**src/rtl/dcd_pkg.sv**
```systemverilog
package dcd_pkg;

    // Default modulus of one decimal stage
    localparam int unsigned DIGIT_MOD_DEF = 10;

    // Number of chained stages in the divider
    localparam int unsigned STAGE_CNT = 2;

    // Operation chosen for a stage on the coming edge
    typedef enum logic [1:0] {
        OP_CLEAR = 2'd0,
        OP_STEP  = 2'd1,
        OP_HOLD  = 2'd2
    } stage_op_e;

    // Per-stage handoff signals
    typedef struct packed {
        logic cen;   // enable arriving at the stage
        logic tc;    // terminal count leaving the stage
    } link_t;

    // Successor of a digit value with wrap at the modulus
    function automatic int unsigned wrap_next(input int unsigned v, input int unsigned m);
        return (v >= m - 1) ? 0 : v + 1;
    endfunction

    // Operation selection: reset first, then enable
    function automatic stage_op_e pick_op(input logic clr, input logic en);
        if (clr)
            return OP_CLEAR;
        else if (en)
            return OP_STEP;
        else
            return OP_HOLD;
    endfunction

endpackage

```
**src/rtl/dcd_decade_stage.sv**
```systemverilog
module dcd_decade_stage
    import dcd_pkg::*;
#(
    parameter  int unsigned MOD = DIGIT_MOD_DEF,
    localparam int unsigned W   = $clog2(MOD)
) (
    input  logic         clk,
    input  logic         rst,
    input  logic         cen,
    output logic [W-1:0] cnt_o,
    output logic         tc_o
);

    localparam logic [W-1:0] LAST = W'(MOD - 1);

    logic [W-1:0] cnt_q;
    logic [W-1:0] cnt_nx;
    stage_op_e    op;

    always_comb begin
        op     = pick_op(rst, cen);
        cnt_nx = W'(wrap_next(32'(cnt_q), MOD));
    end

    always_ff @(posedge clk) begin
        case (op)
            OP_CLEAR: cnt_q <= '0;
            OP_STEP:  cnt_q <= cnt_nx;
            default:  cnt_q <= cnt_q;
        endcase
    end

    // Terminal count: last state while enabled, so the next stage steps on this edge
    assign tc_o  = cen & (cnt_q == LAST);
    assign cnt_o = cnt_q;

endmodule

```
**src/rtl/dcd_div100.sv**
```systemverilog
module dcd_div100
    import dcd_pkg::*;
#(
    parameter  int unsigned DIGIT_MOD = DIGIT_MOD_DEF,
    localparam int unsigned W         = $clog2(DIGIT_MOD)
) (
    input  logic         clk,
    input  logic         rst,
    input  logic         cnt_en,
    output logic [W-1:0] digit_lo,
    output logic [W-1:0] digit_hi,
    output logic         div10_o,
    output logic         div100_o
);

    localparam int unsigned N = STAGE_CNT;

    link_t        link [N];
    logic [W-1:0] dig  [N];
    logic [N-1:0] tc_vec;

    genvar g;
    generate
        for (g = 0; g < N; g++) begin : g_stage
            if (g == 0) begin : g_head
                assign link[g].cen = cnt_en;
            end else begin : g_tail
                assign link[g].cen = link[g-1].tc;
            end

            dcd_decade_stage #(.MOD(DIGIT_MOD)) u_stage (
                .clk   (clk),
                .rst   (rst),
                .cen   (link[g].cen),
                .cnt_o (dig[g]),
                .tc_o  (link[g].tc)
            );

            assign tc_vec[g] = link[g].tc;
        end
    endgenerate

    assign digit_lo = dig[0];
    assign digit_hi = dig[N-1];
    assign div10_o  = tc_vec[0];
    assign div100_o = &tc_vec;

endmodule

```
**config.mk**
```make
export PLATFORM = sky130hd
export DESIGN_NAME = dcd_div100
export DESIGN_NICKNAME = d
export VERILOG_FILES = /design/src/rtl/dcd_pkg.sv /design/src/rtl/dcd_decade_stage.sv /design/src/rtl/dcd_div100.sv
export SDC_FILE = /design/constraint.sdc
export NUM_CORES = 1
export LEC_CHECK = 0
export CAP_MARGIN = 5
export CORE_AREA = 4 4 41 43
export DETAILED_ROUTE_END_ITERATION = 8
export DIE_AREA = 0 0 45 47
export PLACE_DENSITY = 0.66
export SLEW_MARGIN = 10
export SYNTH_ARGS = -nofsm -noshare
export SYNTH_HDL_FRONTEND = slang
export SYNTH_HIERARCHICAL = 1
export SYNTH_SLANG_ARGS = --single-unit
```
**constraint.sdc**
```tcl
create_clock -name clk -period 5 [get_ports clk]
set_clock_uncertainty 0.2 [all_clocks]
set_input_delay 0.5 -clock clk [delete_from_list [all_inputs] [get_ports clk]]
set_output_delay 0.5 -clock clk [all_outputs]
set_load 0.01 [all_outputs]
```
### Yosys cells after proc, flatten, opt, wreduce, memory -nomap -nowiden

Index checks and enable logic that the tools add are counted.

| cells by class | value |
|---|---|
| add/sub/neg operators | 2 |
| $lt $le $gt $ge | 2 |
| reduce and logical (&&, ||, !) cells | 5 |
| muxes and demuxes | 8 |
| eq/ne operators | 4 |
| bitwise logic cells | 2 |

Operators by type and width:

| kind | number |
|---|---|
| $pmux 4 s2 | 2 |
| $add 4x1->4 const B | 2 |
| $eq 4x4->1 const B | 2 |
| $ge 4x4->1 const B | 2 |
| $mux 2 | 4 |
| $mux 4 | 2 |
| $eq 2x1->1 const B | 2 |
| $logic_not 2->1 | 2 |
| $reduce_bool 2->1 | 2 |
| $and 1x1->1 | 2 |
| $reduce_and 2->1 | 1 |

| word-level totals | value |
|---|---|
| bits of input ports | 3 |
| output and inout port bits | 10 |
| logic and storage cells | 25 |
| flip-flop bits (word level) | 8 |

### Logic depth before layout (Yosys ltp)

Gate-level depths: netlist (run 1).

| logic depth | value |
|---|---|
| depth in word-level cells | 6 |
| depth in mapped cells | 5 |
| gate-level depth less buffers | 5 |

### Modules after synthesis

The synthesis (run 1) kept the hierarchy.

By module, submodules not included:

| module | area each (µm²) | times used | cells an instance | sequential area each (µm²) |
|---|---|---|---|---|
| dcd_decade_stage | 260.2 | 2 | 21 | 120.1 |
| dcd_div100 | 6.3 | 1 | 1 | 0.0 |

### Least setup slack after synthesis (run 1)

Ideal clock, no wire load.

| timing path | value |
|---|---|
| path type | register -> output |
| start point | register g_stage[0].u_stage.cnt_q[0] |
| end point | output div100_o |
| path buffers | 0 |
| arrival | 1.379 ns |
| path slack | 2.921 ns |
| data required time | 4.300 ns |
| stages on the path, launching flop included | 5 |
| cells stage by stage | edfxtp_1 -> ha_1 -> and4b_2 -> and4b_2 -> and2_1 |

RTL lines:

| element | line | text |
|---|---|---|
| start, declared | dcd_decade_stage.sv:16 | `logic [W-1:0] cnt_q;` |
| start signal, assigned | dcd_decade_stage.sv:28 | `OP_STEP: cnt_q <= cnt_nx;` |
| start signal, assigned | dcd_decade_stage.sv:29 | `default: cnt_q <= cnt_q;` |
| end, declared | dcd_div100.sv:13 | `output logic div100_o` |

==> results of run 1 <==
## how the worst min path moves through the flow
stage / slack (ps) / cells after the start / to
finish: 490 / 1 / g_stage[0].u_stage/cnt_o[0]
global route: 550 / 1 / g_stage[1].u_stage/cnt_o[2]
CTS: 500 / 1 / g_stage[0].u_stage/cnt_o[0]
detailed placement: 490 / 1 / g_stage[0].u_stage/cnt_o[0]
global placement: 480 / 1 / g_stage[1].u_stage/cnt_o[0]
floorplan: 480 / 1 / g_stage[0].u_stage/cnt_o[0]
## metal layers
metal	global-route usage	vias up	wire length, µm
met1	0.1549	183	500
met5	0	-	0
li1	-	196	-
met4	0.03509	0	0
met3	0.03448	0	51
met2	0.1667	11	432
## cell usage in the layout, fill, tap and decap left out
cell | synthesis | layout
clkdlybuf4s50_1 | 0 | 12
edfxtp_1 | 8 | 8
inv_1 | 6 | 6
a211oi_1 | 6 | 6
ha_1 | 6 | 6
clkbuf_4 | 0 | 3
and4b_2 | 2 | 2
or2_2 | 2 | 2
or3b_4 | 2 | 2
nand2b_1 | 2 | 2
nand4b_1 | 2 | 2
nand4bb_1 | 2 | 2
a21oi_1 | 2 | 2
xnor2_1 | 2 | 2
and2_1 | 1 | 1
## report_power, final
group / total (W) / leakage, nW / switching [W] / internal [W]
combinational: 0.0000279 / 0.155 / 0.0000118 / 0.0000162
sequential: 0.0000842 / 0.0856 / 0.00000592 / 0.0000782
clock: 0.0000473 / 0.0138 / 0.0000200 / 0.0000273
## through the flow
| step | setup WS, ps | std cells | hold slack, ps |
|---|---|---|---|
| final | 2188 | 73 | 494.7 |
| after global routing | 2061 | 73 | 554.0 |
| after CTS | 2164 | 73 | 500.2 |
| after detailed placement | 2184 | 70 | 490.7 |
| after global placement | 2193 | 70 | 483.2 |
| after floorplan | 2921 | 43 | 481.5 |
## worst register-to-register path, stage by stage (launching register included)
cell	delay (ps)
edfxtp_1	470
ha_1	280
and4b_2	260
or2_2	340
## cell families after synthesis
kind of cell / count (synthesis)
buf+inv: 6
compound gates: 8
xor+xnor: 2
simple gates: 13
flops: 8
fa+ha+maj: 6
## final cells by class
| class | instances | area share |
|---|---|---|
| repair buffers | 12 | 0.1745 |
| flip-flops and latches | 8 | 0.3491 |
| multi-input cells | 29 | 0.3836 |
| clock buffers | 3 | 0.03273 |
| inverters | 6 | 0.03273 |
| well taps | 15 | 0.02727 |
## cell usage after synthesis
cell,number
or3b_4,2
inv_1,6
xnor2_1,2
and2_1,1
or2_2,2
a211oi_1,6
nand4bb_1,2
and4b_2,2
nand4b_1,2
edfxtp_1,8
a21oi_1,2
nand2b_1,2
ha_1,6
==> key figures, run 1 <==
Cells and area
  • Area of the multi-input gates: 264.0 µm²
  • Final Cell Area: 688.2 µm²
  • Final Util: 0.5288
  • Fillers: 131
  • Max reg flops: 8
  • Number of diodes: 0
  • Nets: 69
  • Layout area overhead: 30.64%
  • Reg area: 240.2 µm²
  • Layout cells sized above 1: 0.1552

Timing
  • Tmin final: 2812 ps
  • RSZ-0062 raised after global routing: no
  • Setup TNS: 0 ps
  • Final-report hold violation count: 0
  • Period utilization: 0.5624
  • Setup violators final: 0
  • Fmax: 355.6 MHz
  • Slew @ Worst Pin: 234.0 ps
  • Relative slew slack: 0.8440
  • Max Slew Vio Count: 0

Routing
  • 1st-iter DRT viols: 0
  • DRT Wirelength: 984 µm
  • Post-route ant nets: 0
  • Vias: 390
  • WL per Instance: 13.48 µm
  • Vias per Instance: 5.342
  • DRT Pass-1 Iters: 1
  • # DRC: 0

Floorplan
  • Starting Density: 0.4048
  • DIE HEIGHT: 47 µm
  • Core ar.: 0.001301 mm²
  • Die ar.: 0.002115 mm²
  • IO Pins: 13
  • Die W: 45 µm
  • Num rows: 13

Synthesis
  • Sequential-to-total area share from yosys stat: 0.4561
  • Post-Syn Instances: 43
  • Post-synthesis compound-gate area fraction: 0.1045
  • Largest family of logic cells by synthesized area: simple AND/OR/NAND/NOR gates
  • Distinct cells, synth: 13
  • Net count after synthesis: 52
  • Area leader, netlist: edfxtp_1
  • Synth Warn #: 6
  • Simple-gate area share of the yosys netlist: 0.2209
  • FF+latch count, synth: 8
  • Area share of the largest cell type after synthesis: 0.4561
  • Largest cells by area after synthesis: edfxtp_1, ha_1, a211oi_1
  • Syn Area/Cell: 12.25 µm²
  • Post-synthesis xor/xnor area fraction: 0.03325
  • Mapped cell area: 526.8 µm²
  • Synth Area in Adders: 0.1425
  • Multiplexer area fraction after synthesis: 0

Placed design
  • Hpwl dp: 776 µm
  • Post-DP Area: 665.6 µm²
  • Final GP Congestion: 0.6709
  • Port bufs: 12

Clock network
  • CTS tree: done
  • Hold buffer count at CTS: 0
  • CTS buffer count: 3
  • Htree depth: 1
  • CTS clk-pin slew, worst paths: 50 ps
  • Root buffer cell: clkbuf_4
  • CTS max path bufs: 2
  • Post-CTS Setup Inserts: 0
  • CTS sink count: 8
  • Clock Latency Late Sink: 240 ps
  • Cts repair resizes: 0

Setup path
  • Reg2reg path depth: 3
  • RR Endpoint: g_stage[1].u_stage/cnt_o[0]
  • Required @ worst endpoint: 4300 ps
  • RR Startpoint: g_stage[0].u_stage/cnt_o[0]
  • Worst-path cell chain: clkdlybuf4s50_1 > and4b_2 > and4b_2 > and2_1 > clkdlybuf4s50_1
  • Worst path slowest cell: clkdlybuf4s50_1
  • CP endpoint kind: output port
  • Crit-path max cell delay: 520 ps
  • WP data arrival: 2110 ps
  • Worst path depth: 5
  • Worst setup SP type: primary input
  • Crit path max-delay family: buffers and inverters
  • WS Path Type: primary input to output port
  • Crit path from: cnt_en
  • CP Max Fanout: 5
  • End of the critical path: div100_o
  • Buf/Inv on CP: 2
  • Worst R2R Setup Slack: 3210 ps

Global route
  • Total GRT Usage: 0.1118
  • Remaining Overflow, GRT: 0
  • Pin count of the biggest net entering global routing: 8
  • Initial antenna violation count: 0
  • Vias in the first global route: 387
  • First-pass GRT wire length: 1.690 mm

Power
  • PwrDens: 231.6 mW/mm²
  • P_leak: 0.2549 nW
  • VDD IR max: 0.09868 mV
  • Final total power: 0.0001594 W

Hold path
  • Startpoint of the worst hold path: g_stage[0].u_stage/cnt_o[0]
  • Worst Hold Class: flop to flop

Outcome
  • Status: finished, final reports clean

Run
  • Max-cap viol count: 0
Note: power is estimated with default switching activity, not from simulation.
==> run 2, diff against run 1 <==
- clock period: 5 -> 2.8 ns (I/O delays scaled with it)
==> results of run 2 <==
The final DEF is identical to that of run 1. Status: finished, final reports clean.
Main changes from that run: setup slack after placement 2184 ps -> 424.3 ps; setup slack after layout 2188 ps -> 209.8 ps; start point of the critical path cnt_en -> g_stage[0].u_stage/cnt_o[1]; register-to-register setup slack 3210 ps -> 1010 ps; total power 0.0001594 W -> 0.0002846 W; worst IR drop on VDD 0.09868 mV -> 0.1762 mV
==> run 3, diff against run 2 <==
- clock period: 2.8 -> 2.9 ns (I/O delays scaled with it)
==> results of run 3 <==
The final DEF is identical to that of run 1. Status: finished, final reports clean.
Main changes from that run: setup slack after placement 2184 ps -> 504.3 ps; setup slack after layout 2188 ps -> 299.8 ps; start point of the critical path cnt_en -> g_stage[0].u_stage/cnt_o[1]; register-to-register setup slack 3210 ps -> 1110 ps; total power 0.0001594 W -> 0.0002748 W; worst IR drop on VDD 0.09868 mV -> 0.1701 mV
